File: src/rtl/e1_sa_extract.sv
module e1_sa_extract #(
  parameter int FRAME_BITS = 256,
  parameter int SA_FIRST   = 3,
  parameter int SA_NUM     = 5
) (
  input  logic              clk,
  input  logic              rst_n,
  input  logic              rx_bit,
  input  logic              frame_mark,
  input  logic              mframe_mark,
  input  logic              align_ok,
  input  logic              cfg_we,
  input  logic [SA_NUM-1:0] cfg_wdata,
  output logic [SA_NUM-1:0] cfg_rdata,
  output logic              oh_clk,
  output logic              oh_data
);

  localparam int CW       = $clog2(FRAME_BITS);
  localparam int OUT_BASE = SA_FIRST + SA_NUM;

  logic [CW-1:0]     bit_cnt;
  logic [CW-1:0]     idx;
  logic [SA_NUM-1:0] en_reg, en_act, sa_buf;
  logic              odd_frame, locked, live;

  assign idx       = frame_mark ? '0 : bit_cnt;
  assign live      = odd_frame & locked & align_ok;
  assign cfg_rdata = en_reg;

  always_ff @(posedge clk) begin
    if (!rst_n) begin
      bit_cnt   <= '0;
      en_reg    <= '0;
      en_act    <= '0;
      sa_buf    <= '0;
      odd_frame <= 1'b0;
      locked    <= 1'b0;
      oh_clk    <= 1'b0;
      oh_data   <= 1'b0;
    end else begin
      if (cfg_we) en_reg <= cfg_wdata;

      if (frame_mark) bit_cnt <= CW'(1);
      else if (bit_cnt == CW'(FRAME_BITS - 1)) bit_cnt <= '0;
      else bit_cnt <= bit_cnt + CW'(1);

      if (frame_mark) begin
        odd_frame <= !mframe_mark && !odd_frame;
        en_act    <= en_reg;
        locked    <= align_ok;
      end else if (!align_ok) begin
        locked <= 1'b0;
      end

      for (int i = 0; i < SA_NUM; i++)
        if (idx == CW'(SA_FIRST + i)) sa_buf[i] <= rx_bit;

      oh_clk <= 1'b0;
      if (!align_ok) begin
        oh_data <= 1'b0;
      end else if (live) begin
        for (int i = 0; i < SA_NUM; i++) begin
          if (en_act[i] && idx == CW'(OUT_BASE + 2*i))     oh_data <= sa_buf[i];
          if (en_act[i] && idx == CW'(OUT_BASE + 2*i + 1)) oh_clk  <= 1'b1;
        end
      end
    end
  end

endmodule

File: config.mk
export PLATFORM = sky130hd
export DESIGN_NAME = e1_sa_extract
export DESIGN_NICKNAME = d
export VERILOG_FILES = /design/src/rtl/e1_sa_extract.sv
export SDC_FILE = /design/constraint.sdc
export NUM_CORES = 1
export LEC_CHECK = 0
export BUFFER_PORTS_ARGS = -buffer_cell sky130_fd_sc_hd__buf_4
export CAP_MARGIN = 20
export CORE_AREA = 5 5 67 57
export CTS_BUF_LIST = sky130_fd_sc_hd__clkbuf_4
export DETAILED_ROUTE_END_ITERATION = 7
export DIE_AREA = 0 0 72 62
export PLACE_DENSITY_LB_ADDON = 0.1
export SETUP_SLACK_MARGIN = 0.15
export SLEW_MARGIN = 10
export SYNTH_ARGS = -nofsm -noshare
export SYNTH_HDL_FRONTEND = slang
export SYNTH_SLANG_ARGS = --single-unit
File: constraint.sdc
create_clock -name clk -period 2 [get_ports clk]
set_input_delay 0.4 -clock clk [delete_from_list [all_inputs] [get_ports clk]]
set_output_delay 0.4 -clock clk [all_outputs]
set_load 0.01 [all_outputs]
After elaboration in Yosys (flattened, before gate mapping)
Index checks and enable logic that the tools add are counted.
{"block": "totals", "register_bits": 27, "inputBits": 12, "wordCells": 67}
{"block": "classes", "n_addsub": 1, "eq_ne": 17, "n_mux": 15, "bitwise_logic": 3, "n_reduce_logical": 18}
{"cell": "8-bit by 4-bit == test with 1-bit output (second input constant)", "n": 8}
{"cell": "8-bit by 3-bit == test with 1-bit output (second input constant)", "n": 4}
{"cell": "8-bit by 5-bit == test with 1-bit output (second input constant)", "n": 2}
{"cell": "1-bit 2-to-1 mux", "n": 14}
{"cell": "1-bit logical AND", "n": 11}
{"cell": "8-bit by 1-bit adder with 8-bit output (second input constant)", "n": 1}
{"cell": "8-bit by 2-bit == test with 1-bit output (second input constant)", "n": 1}
{"cell": "8-bit == test (second input constant)", "n": 1}
{"cell": "8-bit 2-to-1 mux", "n": 1}
{"cell": "5-bit nonzero test", "n": 1}
{"cell": "2-bit AND reduction", "n": 2}
{"cell": "3-bit AND reduction", "n": 1}
{"cell": "3-bit OR reduction", "n": 1}
{"cell": "1-bit bitwise AND", "n": 2}
{"cell": "1-bit logical NOT", "n": 2}
{"cell": "2-bit != test (second input constant)", "n": 1}
{"cell": "1-bit NOT", "n": 1}

Logic depth before layout (Yosys ltp)
Gate-level depths: netlist (run 1).
{"block": "logic_depth", "word_depth": 8, "depth_mapped": 7, "ltp_nobuf": 6}

Least setup slack after synthesis (run 1)
Ideal clock, no wire load.
{"block": "synth_timing", "path_type": "input-to-reg", "start": "input frame_mark", "end": "register sa_buf[3]", "arrival_ns": 1.613, "setup_slack_ns": 0.271, "path_stages": 6, "n_path_buf": 0, "path_cell_list": "or4_4 > nor2_4 > nand3b_4 > nor3b_2 > mux2i_1 > nor2b_1"}
{"block": "synth_between", "elab_chain_cells": 2}
{"element": "start, declared", "line_no": "9", "source": "input logic frame_mark,"}
{"element": "8-bit 2-to-1 mux", "line_no": "27", "source": "assign idx = frame_mark ? '0 : bit_cnt;"}
{"element": "8-bit by 3-bit == test with 1-bit output", "line_no": "57", "source": "if (idx == CW'(SA_FIRST + i)) sa_buf[i] <= rx_bit;"}
{"element": "end signal, assigned by index", "line_no": "57"}
{"element": "end, declared", "line_no": "24", "source": "logic [SA_NUM-1:0] en_reg, en_act, sa_buf;"}
No other way between the ends.
A chain may end at the register's enable or synchronous reset.

Worst setup path after layout (run 1)
{"block": "layout_timing", "start": "register bit_cnt[5]", "end": "register sa_buf[3]"}
{"block": "layout_between", "elab_chain_cells": 2}
{"element": "start, declared", "line_no": "22", "source": "logic [CW-1:0] bit_cnt;"}
{"element": "start signal, assigned", "line_no": "46", "source": "else bit_cnt <= bit_cnt + CW'(1);"}
{"element": "8-bit 2-to-1 mux", "line_no": "27"}
{"element": "8-bit by 3-bit == test with 1-bit output", "line_no": "57"}
No other way between the ends.

==> impl_metrics.toml, run 1 <==
[status]
outcome = "complete, no violations"

[layout]
num_antenna_cells = 0
drive_gt1_share_pct = 21.8
fill_cells = 303
syn_to_final_growth_pct = 16.2
num-nets-final = 179
final_cells = 205

[synth]
syn-num-nets = 160
synth_cell_types = 38
synth_xor_area_share_pct = 3.93
synth_compound_area_share_pct = 7.95
synth_top_family_by_area = "simple AND/OR/NAND/NOR gates"
avgSynthCellArea_um2 = 9.10
yosys.area_share.adder_pct = 0.935
yosysTopAreaCell = "dfxtp_1"
synth_area_leaders = "dfxtp_1, mux2i_1, nor2b_1, nor2_1, nand2_1"
synthMuxAreaShare_pct = 11.2
synth_seq_area_share_pct = 40.4
synth-simple-area-share_pct = 32.6
synth_warnings = 0
synth_area_um2 = 1340
netlist_instances = 147
ys_ff_latch = 27
synth_top_area_share_pct = 40.4

[setup_path]
crit_family = "simple AND/OR/NAND/NOR gates"
crit_arrival_ps = 2010
crit_type = "reg -> reg"
required_ps = 2240
cp.depth = 6
start_kind = "register"
cp-startpoint = "bit_cnt[5]$_SDFF_PP0_"
worstRegToRegCells = 6
regToRegStartpoint = "bit_cnt[5]$_SDFF_PP0_"
crit_end = "sa_buf[3]$_SDFFE_PN0N_"
r2r_end = "sa_buf[3]$_SDFFE_PN0N_"
crit_slowest_cell = "or4_4"
r2r_slack_ps = 230
crit_path_cell_trace = "or4_4 -> nor2_4 -> nand3b_4 -> nor3b_2 -> mux2i_1 -> nor2b_1"
cp_max_fo = 5
cpPeakStageDelay_ps = 560
endpoint_kind = "register"
cp.buffers_inverters = 0

[sta]
rsz0062_at_grt = "false"
period_needed_ps = 1770
tightest_slew_ps = 424
fin_crit_sh_pct = 88.6
hold_viol_final = 0
drv_slew = 0
finClkSkew_ps = 2.92
max_slew_margin_pct = 71.7
fmax_mhz = 564
fin_setup_tns_ps = 0
setup_viol = 0

[placement]
dp_cells = 201
portBuffers = 18
dp_hpwl_um = 2160
routabilityCongestion = 0.885

[routing]
drtAntennaViolNets = 0
vias_per_cell = 5.13
post_drt_wl_per_cell_um = 14.2
dr.pass1.iters = 4
drtIter0Drc = 39
drc = 0
dr_total_vias = 1051
wirelength_um = 2910

[clocking]
cts_tree = "yes"
ctsRootBufferMaster = "clkbuf_4"
h-tree-depth = 1
cts_resized = 0
cts-buffers-inserted = 3
insertion_delay_ps = 330
path_clk_slew_ps = 140
clockBufferDepth = 2
post-cts-setup-buffers = 0
clock-sinks = 27
hold_buffers = 0

[die]
core_area_um2 = 3020
start_util_pct = 44.3
ios = 19
die_h_um = 62
placement_rows = 18
die_w_um = 72
die_area_um2 = 4460

[job]
drv_cap = 0

[global_routing]
grt_pass1_vias = 975
grt_max_degree = 23
grt_use_total_pct = 13.6
grt_pass1_wl_um = 4660
gr-total-overflow = 0
grt_antenna_before_repair = 0

[hold_path]
hold_path.class = "in -> reg"
hp-start = "cfg_wdata[4]"

[pwr]
ir_worst_vdd_mv = 0.319
p_leak_uw = 0.000608
powerDensity_nw_per_um2 = 593
==> cell usage after synthesis <==
master and n:
nor4_1 2, or2_2 1, inv_1 2, clkbuf_1 5, nand3b_1 1, nor2b_1 19
o211ai_1 1, nand2_1 10, a31oi_1 3, nor2_1 14, mux2i_1 15, and2_1 2
and3_1 1, xnor2_1 3, nor3_1 2, a21o_1 1, nand3b_4 1, nor3b_1 1
or3b_1 1, o21a_1 1, ha_1 1, nor3b_2 2, o2bb2ai_1 1, o221ai_1 1
o21ai_0 4, or4_4 1, nor2_4 1, buf_1 1, nand3_1 7, a21boi_0 1
a21oi_1 2, dfxtp_1 27, and4_1 1, buf_2 2, xor2_1 3, nand4_1 3
o211a_1 1, and4bb_2 2
==> layout make-up <==
| cell class | instances | area (um2) | area share (%) |
|---|---|---|---|
| repair buffers | 22 | 165 | 10.6 |
| inverters | 2 | 7.51 | 0.483 |
| multi-input cells | 110 | 759 | 48.9 |
| well taps | 40 | 50.0 | 3.22 |
| clock buffers | 4 | 30.0 | 1.93 |
| flip-flops and latches | 27 | 542 | 34.9 |
==> cells by family after synthesis <==
| family | count (synthesis) |
|---|---|
| and+or+nand+nor | 72 |
| muxes | 15 |
| xor gates and xnor gates | 6 |
| DFF | 27 |
| adders and majority gates | 1 |
| AOI/OAI and AO/OA | 16 |
| buffers and inverters | 10 |
==> placed cells by master, fill, tap and decap left out, drive strengths merged, types with 2 or more instances in the layout <==
cell	count
and2	2
buf	22
mux2i	15
xnor2	3
o21ai	4
nor4	2
nand4	3
nor3	2
nor2	15
a31oi	3
nor3b	3
nand3b	2
nand3	7
clkbuf	4
nor2b	19
inv	2
a21oi	2
nand2	10
dfxtp	27
xor2	3
and4bb	2
==> report_power, final <==
part	total (uW)	leakage, uW	internal (uW)	switching [uW]
Sequential	570	0.000220	553	16.6
Combinational	99.9	0.000369	54.7	45.2
Clock	251	0.0000184	91.8	160
==> per-stage QoR <==
step	utilization [%]	setup WS (ps)	instance area (um2)	hold WS (ps)	total power (uW)
6_report	51.5	227	1550	319	921
5_1_grt	51.5	157	1550	318	959
4_1_cts	51.4	190	1550	315	930
3_5_place_dp	50.4	39.4	1520	488	682
3_3_place_gp	50.4	95.4	1520	487	678
2_1_floorplan	-	271	1340	434	636
==> registers in the layout, indices dropped and copies added (netlist names) <==
register / cells
odd_frame: 1
en_act: 5
oh_data: 1
sa_buf: 5
cfg_rdata: 5
oh_clk: 1
bit_cnt: 8
locked: 1
==> worst reg2reg max path, stage by stage, from the launching register on <==
cell and delay, ps:
dfxtp_1 380, or4_4 560, nor2_4 150, nand3b_4 120, nor3b_2 220, mux2i_1 200, nor2b_1 60
==> worst min-delay path by stage <==
stage | end | slack (ps) | cells past startpoint
CTS | cfg_rdata[1]$_SDFFE_PN0P_ | 320 | 3
detailed placement | oh_clk$_SDFF_PN0_ | 490 | 2
global route | cfg_rdata[1]$_SDFFE_PN0P_ | 320 | 3
finish | cfg_rdata[4]$_SDFFE_PN0P_ | 320 | 3
floorplan | oh_clk$_SDFF_PN0_ | 430 | 2
global placement | locked$_SDFFE_PN0P_ | 490 | 1
==> per-layer routing <==
| layer | track usage [%] | vias to the layer above | share of wire, % |
|---|---|---|---|
| met5 | 0 | - | 0 |
| met4 | 4.83 | 0 | 1.1 |
| met3 | 4.02 | 4 | 4.7 |
| met2 | 20.4 | 16 | 43 |
| met1 | 18.7 | 483 | 51 |
| li1 | - | 548 | - |
Power figures use the tool's default switching activity.
==> run 2: changes to the inputs <==
clock period = 1.6 ns   (was 2 ns; I/O delays follow)
==> run 2 against run 1 <==
Net effect: the run now ends with negative setup slack left; first-iteration DRC count grew 110%; register-to-register slack lost 340 ps; utilization grew 5.7 points; non-clock buffer count grew 20.
==> impl_metrics.toml, run 2 (synthesized netlist as in run 1, its figures left out) <==
[status]
outcome = "finished, violations left"
violations = "negative setup slack"

[pwr]
power.internal_uw = 887
p_clk_share_pct = 26.4
ir_worst_vdd_mv = 0.485
p_leak_uw = 0.000717
p_switching_uw = 275
comb_power_share_pct = 12.7
seq_power_share_pct = 60.9
powerDensity_nw_per_um2 = 673
switching_share_pct = 23.7

[sta]
max_slew_margin_pct = 79.4
hold-worst-slack_ps = 248
drv_slew = 0
fmax_mhz = 583
setup_viol = 5
fin_ws_ps = -114
finClkSkew_ps = 4.63
fin_crit_sh_pct = 107
rsz0062_at_grt = "true"
period_needed_ps = 1710
fin_setup_tns_ps = -463
tightest_slew_ps = 306
hold_viol_final = 0

[global_routing]
grt_pass1_wl_um = 5140
grt_max_degree = 23
grt_pass1_vias = 1150
gr-total-overflow = 0
grt_use_total_pct = 15.2
grt_antenna_before_repair = 0

[hold_path]
min_path_cells = 3
hold_end = "cfg_rdata[2]$_SDFFE_PN0P_"
hold_path.class = "in -> reg"
hp-start = "cfg_wdata[2]"

[routing]
dr_total_vias = 1176
post_drt_wl_per_cell_um = 14.1
wirelength_um = 3170
drtAntennaViolNets = 0
drc = 0
vias_per_cell = 5.23
dr.pass1.iters = 4
drtIter0Drc = 80

[layout]
drive_gt1_share_pct = 34.1
multi_input_area_um2 = 778
mostFrequentLayoutCell = "buf_4"
final_cells = 225
largest_register_ffs = 8
num_antenna_cells = 0
seqCellArea_um2 = 546
syn_to_final_growth_pct = 29.1
fill_cells = 279
final_cell_mix = "buf_4, dfxtp_1, nor2b_1"
num-nets-final = 199
regMostFlops = "bit_cnt"

[placement]
dp_hpwl_um = 2370
dp_cells = 220
portBuffers = 18
routabilityCongestion = 0.913
pre_cts_ws_ps = -248

[clocking]
hold_buffers = 0
ctsRootBufferMaster = "clkbuf_4"
cts-buffers-inserted = 3
h-tree-depth = 1
clockBufferDepth = 2
insertion_delay_ps = 330
cts_tree = "yes"
path_clk_slew_ps = 130
clock-sinks = 27

[setup_path]
cpPeakStageDelay_ps = 540
regToRegStartpoint = "bit_cnt[5]$_SDFF_PP0_"
r2r_end = "sa_buf[0]$_SDFFE_PN0N_"
endpoint_kind = "register"
r2r_slack_ps = -110
worstRegToRegCells = 5
crit_slowest_cell = "or4_4"
start_kind = "register"
crit_type = "reg -> reg"
required_ps = 1840
crit_path_cell_trace = "or4_4 -> nor4_1 -> buf_4 -> mux2i_1 -> nor2b_1"
crit_arrival_ps = 1950
cp_max_fo = 3

[die]
ios = 19
die_area_um2 = 4460
placement_rows = 18
start_util_pct = 44.3
die_h_um = 62
die_w_um = 72
core_area_um2 = 3020

[job]
drv_cap = 0
==> run 2: cell count changes in the layout (fill, tap and decap cells not counted), moves of 2 or more <==
cell     change
buf_4       +20
dfxtp_1      -3
dfxtp_2      +3
nor2_1       -2
nor2_2       +2
==> run 2: worst max-delay path by stage <==
stage	slack, ps	start	cells past startpoint	end
floorplan	-50	frame_mark	6	sa_buf[3]$_SDFFE_PN0N_
global placement	-250	frame_mark	6	sa_buf[0]$_SDFFE_PN0N_
detailed placement	-250	frame_mark	7	sa_buf[3]$_SDFFE_PN0N_
CTS	-120	bit_cnt[5]$_SDFF_PP0_	5	sa_buf[0]$_SDFFE_PN0N_
global route	-220	bit_cnt[5]$_SDFF_PP0_	6	oh_data$_SDFFE_PN0P_
finish	-110	bit_cnt[5]$_SDFF_PP0_	5	sa_buf[0]$_SDFFE_PN0N_
==> run 2: area by class of cell <==
type	instances	share of cell area [%]
multi-input cells	110	45.1
repair buffers	42	18.3
inverters	2	0.435
well taps	40	2.90
flip-flops and latches	27	31.6
clock buffers	4	1.74
==> run 2: power groups by stage <==
stage | sequential [uW] | combinational, uW | clock (uW)
after floorplan | 719 | 79.1 | 0
after global placement | 721 | 141 | 0
after detailed placement | 722 | 144 | 0
after CTS | 708 | 147 | 332
after global routing | 711 | 161 | 353
final | 708 | 148 | 307
==> run 2: timing repair <==
action / CTS / global route
setup buffers: 1 / 0
pin swaps: 0 / 2
resized for setup: 4 / 7
endpoints found under the setup margin: 13 / 13
==> run 2: critical path: cells and delay by family (launching register included) <==
family / cells / cell delay [ps]
buffers and inverters: 1 / 170
flip-flops: 1 / 350
multiplexers: 1 / 160
AND/OR/NAND/NOR: 3 / 940
==> run 2: stage by stage <==
stage          util, %  instance area, um2  power [uW]
2_1_floorplan        -                1350         798
3_3_place_gp      55.2                1670         862
3_5_place_dp      55.2                1670         866
4_1_cts           56.8                1710        1190
5_1_grt           57.2                1730        1220
6_report          57.2                1730        1160
==> run 2: routing by layer <==
layer	track usage [%]	part of all wire, %
met1	19.6	49
met2	23.6	44
met3	4.50	4.9
met4	7.51	2.4
met5	0	0
